File: config.mk
export PLATFORM = sky130hd
export DESIGN_NAME = sleep_ctrl
export DESIGN_NICKNAME = d
export VERILOG_FILES = /design/src/rtl/sleep_ctrl_pkg.sv /design/src/rtl/sleep_sync.sv /design/src/rtl/sleep_seq.sv /design/src/rtl/sleep_guard.sv /design/src/rtl/sleep_ctrl.sv
export SDC_FILE = /design/constraint.sdc
export NUM_CORES = 1
export LEC_CHECK = 0
export ABC_AREA = 0
export ABC_CLOCK_PERIOD_IN_PS = 4400
export BUFFER_PORTS_ARGS = -buffer_cell sky130_fd_sc_hd__buf_2
export CORE_AREA = 4 4 41 43
export DETAILED_ROUTE_END_ITERATION = 12
export DIE_AREA = 0 0 45 47
export HOLD_SLACK_MARGIN = 0.02
export SLEW_MARGIN = 20
export SYNTH_ARGS = -nofsm -noshare
export SYNTH_HDL_FRONTEND = slang
export SYNTH_HIERARCHICAL = 1
export SYNTH_SLANG_ARGS = --single-unit
File: constraint.sdc
create_clock -name clk_i -period 4.4 [get_ports clk_i]
set_clock_uncertainty 0.05 [all_clocks]
set_input_delay 0.66 -clock clk_i [delete_from_list [all_inputs] [get_ports clk_i]]
set_output_delay 0.66 -clock clk_i [all_outputs]
set_load 0.05 [all_outputs]
File: src/rtl/sleep_ctrl_pkg.sv
package sleep_ctrl_pkg;
  typedef enum logic [1:0] {
    PH_AWAKE  = 2'd0,
    PH_ENTER  = 2'd1,
    PH_ASLEEP = 2'd2,
    PH_EXIT   = 2'd3
  } phase_e;
endpackage

File: src/rtl/sleep_sync.sv
module sleep_sync #(
  parameter int unsigned STAGES = 2
) (
  input  logic clk_i,
  input  logic rst_ni,
  input  logic d_i,
  output logic q_o
);
  logic [STAGES:0] chain;
  assign chain[0] = d_i;

  for (genvar g = 0; g < STAGES; g++) begin : g_stage
    always_ff @(posedge clk_i or negedge rst_ni) begin
      if (!rst_ni) chain[g+1] <= 1'b0;
      else         chain[g+1] <= chain[g];
    end
  end

  assign q_o = chain[STAGES];
endmodule

File: src/rtl/sleep_seq.sv
module sleep_seq
  import sleep_ctrl_pkg::*;
#(
  parameter int unsigned ENTER_CYC = 2,
  parameter int unsigned EXIT_CYC  = 2
) (
  input  logic   clk_i,
  input  logic   rst_ni,
  input  logic   req_i,
  output phase_e phase_o,
  output logic   enter_o
);
  localparam int unsigned MAX_CYC = (ENTER_CYC > EXIT_CYC) ? ENTER_CYC : EXIT_CYC;
  localparam int unsigned CNT_W   = (MAX_CYC > 1) ? $clog2(MAX_CYC) : 1;

  phase_e             phase_q, phase_d;
  logic [CNT_W-1:0]   cnt_q, cnt_d;

  always_comb begin
    phase_d = phase_q;
    cnt_d   = cnt_q;
    unique case (phase_q)
      PH_AWAKE: if (req_i) begin
        phase_d = PH_ENTER;
        cnt_d   = CNT_W'(ENTER_CYC - 1);
      end
      PH_ENTER: begin
        if (cnt_q == '0) phase_d = PH_ASLEEP;
        else             cnt_d   = cnt_q - 1'b1;
      end
      PH_ASLEEP: if (!req_i) begin
        phase_d = PH_EXIT;
        cnt_d   = CNT_W'(EXIT_CYC - 1);
      end
      PH_EXIT: begin
        if (cnt_q == '0) phase_d = PH_AWAKE;
        else             cnt_d   = cnt_q - 1'b1;
      end
      default: phase_d = PH_AWAKE;
    endcase
  end

  always_ff @(posedge clk_i or negedge rst_ni) begin
    if (!rst_ni) begin
      phase_q <= PH_AWAKE;
      cnt_q   <= '0;
    end else begin
      phase_q <= phase_d;
      cnt_q   <= cnt_d;
    end
  end

  assign phase_o = phase_q;
  // entry decision taken on this edge
  assign enter_o = (phase_q == PH_AWAKE) && req_i;
endmodule

File: src/rtl/sleep_guard.sv
module sleep_guard
  import sleep_ctrl_pkg::*;
(
  input  logic   clk_i,
  input  logic   rst_ni,
  input  phase_e phase_i,
  input  logic   enter_i,
  input  logic   sel_i,
  input  logic   strb_a_i,
  input  logic   strb_b_i,
  input  logic   busy_i,
  output logic   access_go_o,
  output logic   entry_err_o,
  output logic   recov_viol_o,
  output logic   stale_o
);
  logic any_act;
  logic entry_err_q, recov_viol_q, stale_q;

  assign any_act     = sel_i | strb_a_i | strb_b_i;
  assign access_go_o = (phase_i == PH_AWAKE) & sel_i & (strb_a_i | strb_b_i);

  always_ff @(posedge clk_i or negedge rst_ni) begin
    if (!rst_ni) begin
      entry_err_q  <= 1'b0;
      recov_viol_q <= 1'b0;
      stale_q      <= 1'b0;
    end else begin
      if (enter_i && any_act)                  entry_err_q  <= 1'b1;
      if ((phase_i == PH_EXIT) && any_act)     recov_viol_q <= 1'b1;
      stale_q <= enter_i & busy_i;
    end
  end

  assign entry_err_o  = entry_err_q;
  assign recov_viol_o = recov_viol_q;
  assign stale_o      = stale_q;
endmodule

File: src/rtl/sleep_ctrl.sv
module sleep_ctrl
  import sleep_ctrl_pkg::*;
#(
  parameter int unsigned SYNC_STAGES = 2,
  parameter int unsigned ENTER_CYC   = 2,
  parameter int unsigned EXIT_CYC    = 2
) (
  input  logic clk_i,
  input  logic rst_ni,
  input  logic sleep_req_i,
  input  logic sel_i,
  input  logic strb_a_i,
  input  logic strb_b_i,
  input  logic busy_i,
  output logic sleep_o,
  output logic access_ok_o,
  output logic access_go_o,
  output logic entry_err_o,
  output logic recov_viol_o,
  output logic stale_o
);
  logic   req_s;
  logic   enter;
  phase_e phase;

  sleep_sync #(.STAGES(SYNC_STAGES)) i_sync (
    .clk_i (clk_i),
    .rst_ni(rst_ni),
    .d_i   (sleep_req_i),
    .q_o   (req_s)
  );

  sleep_seq #(.ENTER_CYC(ENTER_CYC), .EXIT_CYC(EXIT_CYC)) i_seq (
    .clk_i  (clk_i),
    .rst_ni (rst_ni),
    .req_i  (req_s),
    .phase_o(phase),
    .enter_o(enter)
  );

  sleep_guard i_guard (
    .clk_i       (clk_i),
    .rst_ni      (rst_ni),
    .phase_i     (phase),
    .enter_i     (enter),
    .sel_i       (sel_i),
    .strb_a_i    (strb_a_i),
    .strb_b_i    (strb_b_i),
    .busy_i      (busy_i),
    .access_go_o (access_go_o),
    .entry_err_o (entry_err_o),
    .recov_viol_o(recov_viol_o),
    .stale_o     (stale_o)
  );

  assign sleep_o     = (phase == PH_ASLEEP);
  assign access_ok_o = (phase == PH_AWAKE);
endmodule

==> results of run 1 <==
==> power breakdown <==
group	switching (µW)	internal, µW	total [µW]
Clock	24.1	31.1	55.2
Sequential	25.3	91.7	117
Combinational	105	65.0	170
==> sequential cells by signal, summed over array words and instances (netlist names) <==
register,count
i_sync/chain,1
i_guard/entry_err_o,1
i_guard/recov_viol_o,1
i_guard/stale_o,1
i_sync/q_o,1
i_seq/cnt_q,1
i_seq/phase_o,2
==> synthesized netlist by cell type <==
library cell,n,area (µm²)
a21o_2,1,8.76
a21oi_1,2,10.0
a31o_1,2,17.5
a31oi_1,1,6.26
and2_1,1,6.26
and2_2,1,7.51
dfrtp_1,8,200
ha_1,4,50.1
inv_1,2,7.51
mux2_1,1,11.3
mux2i_1,1,10.0
nand2_1,1,3.75
nand2b_1,1,6.26
nor2_1,4,15.0
nor2b_4,1,13.8
nor4b_1,1,8.76
o21ai_2,1,8.76
or3_1,1,6.26
==> worst paths after layout <==
| kind | startpoint | endpoint | slack (ns) | cells past startpoint |
|---|---|---|---|---|
| min in group clk_i | i_sync/chain[1]$_DFF_PN0_ | i_sync/q_o$_DFF_PN0_ | 0.30 | 0 |
| max | i_seq/phase_o[0]$_DFFE_PN0P_ | access_go_o | 2.34 | 2 |
| max reg2reg | i_seq/phase_o[0]$_DFFE_PN0P_ | i_seq/cnt_q$_DFFE_PN0P_ | 2.77 | 4 |
| min reg2reg | i_sync/chain[1]$_DFF_PN0_ | i_sync/q_o$_DFF_PN0_ | 0.30 | 0 |
| max in group asynchronous | rst_ni | i_guard/entry_err_o$_DFFE_PN0P_ | 3.93 | 1 |
| min | rst_ni | i_seq/cnt_q$_DFFE_PN0P_ | 0.19 | 1 |
==> final cells by class <==
cell class	count	area [µm²]
well taps	15	18.8
clock buffers	3	22.5
multi-input cells	24	190
inverters	2	7.51
flip-flops and latches	8	200
fillers	135	802
repair buffers	12	60.1
==> per-stage QoR <==
step | hold WS [ns] | setup WS, ns | power (µW)
detailed placement | 0.290 | 2.39 | 291
finish | 0.185 | 2.34 | 343
global route | 0.182 | 2.14 | 371
global placement | 0.285 | 2.40 | 289
CTS | 0.187 | 2.33 | 348
floorplan | 0.281 | 1.39 | 255
==> logic make-up (layout without fill, tap and decap cells) <==
kind of cell | Yosys count | in the layout | share of synthesized area (%)
simple gates | 11 | 11 | 17.0
compound gates | 7 | 7 | 12.9
fa+ha+maj | 4 | 4 | 12.6
mux | 2 | 2 | 5.35
flops | 8 | 8 | 50.3
buf+inv | 2 | 17 | 1.89
==> critical path: stages (launching register included) <==
cell and delay [ns]:
dfrtp_1 0.48, nor4b_1 0.30, buf_2 0.31
==> layer usage <==
layer	global-route usage (%)	share of wire [%]
met5	0	0
met4	5.26	1.5
met3	5.75	12
met2	10.5	42
met1	8.64	44
==> impl_metrics.py, run 1 <==
metrics = {
    "global_routing": {
        "grt_max_degree": 9,
        "grt_pass1_wl_um": 1080,
        "grt_use_total_pct": 7.81,
        "grt_pass1_vias": 222,
        "antenna_found_initial": 0,
        "grt_overflow": 0,
    },
    "sta": {
        "relSlewSlack_pct": 82.2,
        "period_share_pct": 46.7,
        "fin_crit_ns": 2.06,
        "final_max_slew_viol_count": 0,
        "tightest_slew_ns": 0.259,
        "setup_viol": 0,
        "fmax_ghz": 0.487,
        "hold_violations": 0,
        "timing.setup.tns_ns": 0,
        "rsz0062_at_grt": "false",
    },
    "die": {
        "die_area_um2": 2120,
        "pin_count": 13,
        "core_area_um2": 1300,
        "die_y_um": 47,
        "die_w_um": 45,
        "rows": 13,
        "start_util_pct": 30.6,
    },
    "worst_setup_path": {
        "worstPathArrival_ns": 1.35,
        "start_kind": "flip-flop",
        "crit_path_max_fanout": 8,
        "required_ns": 3.69,
        "path_class": "flip-flop to primary output",
        "endpoint_kind": "primary output",
    },
    "yosys": {
        "yosysSeqAreaShare_pct": 50.3,
        "synth_warnings": 6,
        "synth_nets": 45,
        "syn_area_per_cell_um2": 11.7,
        "synthCells": 34,
        "synth.distinct_cells": 18,
        "ys_ff_latch": 8,
        "syn_area_um2": 398,
    },
    "cts": {
        "htreeDepth": 1,
        "root_buffer": "clkbuf_4",
        "cts_tree": "done",
        "hold_buffers": 0,
        "cts_resized": 0,
        "cts_sinks": 8,
        "clkLatencyLatePin_ns": 0.26,
        "cts_setup_buffers": 0,
        "cts_made_buffers": 3,
        "path_clk_slew_ns": 0.06,
        "clockBufferDepth": 2,
    },
    "power_and_ir_drop": {
        "leakage_uw": 0.000241,
        "powerDensity_nw_per_um2": 686,
        "peakVddDrop_v": 0.000269,
    },
    "placement": {
        "placed_cells": 61,
        "port_buffers": 12,
        "place_congestion": 0.638,
        "dp_hpwl_um": 536,
        "placed_cell_area_um2": 477,
    },
    "finish": {
        "area_growth_pct": 25.5,
        "final_common_cell": "buf_2",
        "nets": 62,
        "fin_util_pct": 38.4,
        "drive_above_1_share_pct": 38.8,
        "final_cell_mix": "12 x buf_2, 8 x dfrtp_1, 4 x nor2_1, 4 x ha_1, 3 x clkbuf_4",
        "instances_no_fill": 64,
        "antenna_cells": 0,
        "design_area_um2": 499,
    },
    "drt": {
        "drc": 0,
        "firstDrtPassIters": 2,
        "drtIter0Drc": 1,
        "drt-wirelength-per-cell_um": 10.7,
        "ant_nets": 0,
        "vias": 294,
        "finalWirelength_um": 684,
        "viasPerCell": 4.59,
    },
    "worst_hold_path": {
        "hold_path.class": "input pin to asynchronous set/reset pin",
    },
    "flow_run": {
        "drv_cap": 0,
    },
    "run_status": {
        "status": "complete, no violations",
    },
}
(Power assumes the default switching activity.)
==> inputs of run 2 (changes only) <==
--- a/config.mk
+++ b/config.mk
@@ -6,7 +6,7 @@
 export NUM_CORES = 1
 export LEC_CHECK = 0
 export ABC_AREA = 0
-export ABC_CLOCK_PERIOD_IN_PS = 4400
+export ABC_CLOCK_PERIOD_IN_PS = 1700
 export BUFFER_PORTS_ARGS = -buffer_cell sky130_fd_sc_hd__buf_2
 export CORE_AREA = 4 4 41 43
 export DETAILED_ROUTE_END_ITERATION = 12
==> constraint.sdc (replaced) <==
create_clock -name clk_i -period 1.7 [get_ports clk_i]
set_clock_uncertainty 0.05 [all_clocks]
set_input_delay 0.255 -clock clk_i [delete_from_list [all_inputs] [get_ports clk_i]]
set_output_delay 0.255 -clock clk_i [all_outputs]
set_load 0.05 [all_outputs]
==> run 2 against run 1 <==
Compared with the run above:
- hold slack got worse by 0.12 ns
- largest cell class is now multi-input gates
- critical path depth up 1
- via count rose by 3.7%
- critical path type unchanged
- utilization grew 3.3 points
- largest power group unchanged
- routed wire length increased by 6.6%
- setup slack got worse by 2.3 ns
==> impl_metrics.py, run 2 (same netlist as run 1, synthesis figures left out) <==
metrics = {
    "run_status": {
        "status": "complete, no violations",
    },
    "sta": {
        "holdWs_ns": 0.0613,
        "fin_crit_ns": 1.61,
        "period_share_pct": 94.9,
        "tightest_slew_ns": 0.276,
        "hold_violations": 0,
        "fin_ws_ns": 0.0871,
        "fmax_ghz": 0.620,
        "relSlewSlack_pct": 81.1,
        "final_max_slew_viol_count": 0,
        "rsz0062_at_grt": "false",
        "timing.setup.tns_ns": 0,
        "setup_viol": 0,
    },
    "placement": {
        "port_buffers": 12,
        "place_ws_ns": 0.228,
        "place_congestion": 0.752,
        "dp_hpwl_um": 598,
    },
    "cts": {
        "cts_sinks": 8,
        "clockBufferDepth": 2,
        "htreeDepth": 1,
        "path_clk_slew_ns": 0.05,
        "root_buffer": "clkbuf_4",
        "cts_tree": "done",
        "cts_made_buffers": 3,
        "clkLatencyLatePin_ns": 0.25,
        "cts_setup_buffers": 0,
    },
    "worst_hold_path": {
        "hold_path.class": "input pin to flip-flop",
    },
    "power_and_ir_drop": {
        "peakVddDrop_v": 0.000785,
        "p_sw_share_pct": 44.4,
        "p_sw_uw": 426,
        "leakage_uw": 0.000261,
        "p_clk_share_pct": 14.4,
        "share_comb_of_total_power_pct": 57.5,
        "powerDensity_nw_per_um2": 1770,
        "p_int_uw": 534,
        "seqPwrFrac_pct": 28.2,
    },
    "finish": {
        "fill_cells": 141,
        "drive_above_1_share_pct": 42.3,
        "ff_latch_area_um2": 200,
        "final_cell_mix": "11 x buf_2, 8 x dfrtp_1, 4 x nor2_1, 4 x ha_1",
        "area_growth_pct": 36.2,
        "largest_register_ffs": 2,
        "multi_input_area_um2": 205,
        "nets": 65,
        "antenna_cells": 0,
        "final_common_cell": "buf_2",
    },
    "worst_setup_path": {
        "worstPathArrival_ns": 1.31,
        "crit_path_max_fanout": 5,
        "start_kind": "flip-flop",
        "path_class": "flip-flop to primary output",
        "endpoint_kind": "primary output",
        "required_ns": 1.39,
    },
    "global_routing": {
        "grt_max_degree": 9,
        "grt_overflow": 0,
        "grt_use_total_pct": 8.93,
        "antenna_found_initial": 0,
        "grt_pass1_wl_um": 1300,
        "grt_pass1_vias": 322,
    },
    "drt": {
        "drtIter0Drc": 2,
        "drc": 0,
        "drt-wirelength-per-cell_um": 10.9,
        "viasPerCell": 4.55,
        "finalWirelength_um": 729,
        "vias": 305,
        "firstDrtPassIters": 4,
        "ant_nets": 0,
    },
    "die": {
        "core_area_um2": 1300,
        "pin_count": 13,
        "die_y_um": 47,
        "start_util_pct": 30.6,
        "die_w_um": 45,
        "die_area_um2": 2120,
        "rows": 13,
    },
    "flow_run": {
        "drv_cap": 0,
    },
}
run 2: changes by cell type in the layout (fill, tap and decap cells not counted), sizes merged:
cell,delta
dlygate4sd3,+1
buf,+2
run 2: worst max-delay path: stages, from the launching register on:
cell	delay, ns
dfrtp_1	0.41
buf_4	0.18
nor4b_4	0.24
buf_4	0.23
run 2: cell type report:
class / instances / share of cell area [%]
Inverter: 2 / 1.39
Multi-Input combinational cell: 24 / 37.9
Clock buffer: 3 / 4.16
Sequential cell: 8 / 37.0
Timing Repair Buffer: 15 / 16.2
Tap cell: 15 / 3.46
run 2: power groups by stage:
stage               combinational [µW]  sequential, µW  clock (µW)
global placement                   541             272           0
CTS                                553             270         149
floorplan                          363             318           0
global route                       607             276         157
finish                             552             270         138
detailed placement                 548             273           0
run 2: worst paths after layout:
| kind | startpoint | to | slack [ns] | cells after the start |
|---|---|---|---|---|
| hold reg to reg | i_sync/chain[1]$_DFF_PN0_ | i_sync/q_o$_DFF_PN0_ | 0.30 | 0 |
| setup reg to reg | i_seq/phase_o[0]$_DFFE_PN0P_ | i_seq/cnt_q$_DFFE_PN0P_ | 0.22 | 4 |
| hold / removal | sleep_req_i | i_sync/chain[1]$_DFF_PN0_ | 0.06 | 1 |
| max in group asynchronous | rst_ni | i_guard/recov_viol_o$_DFFE_PN0P_ | 1.11 | 2 |
| min in group asynchronous | rst_ni | i_sync/chain[1]$_DFF_PN0_ | 0.32 | 2 |
| setup / recovery | i_seq/phase_o[0]$_DFFE_PN0P_ | access_go_o | 0.09 | 3 |
run 2: repair_timing:
item | 4_1_cts | 5_1_grt
setup endpoints to repair | 0 | 1
hold buffers | 1 | 0
gates resized for setup | 0 | 2
endpoints found under the hold margin | 8 | 0
run 2: per-stage QoR:
| stage | util (%) | std cells | instance area (µm²) | power (µW) |
|---|---|---|---|---|
| floorplan | - | 34 | 413 | 681 |
| global placement | 38.9 | 63 | 507 | 814 |
| detailed placement | 38.9 | 63 | 507 | 821 |
| CTS | 41.4 | 67 | 539 | 972 |
| global route | 41.6 | 67 | 542 | 1040 |
| finish | 41.6 | 67 | 542 | 960 |
run 2: routing by layer:
layer | vias to the layer above | part of all wire (%) | track usage (%)
met4 | 0 | 1.6 | 7.02
met1 | 140 | 42 | 10.3
met2 | 11 | 48 | 13.3
met3 | 2 | 8.4 | 3.45
li1 | 152 | - | -
met5 | - | 0 | 0
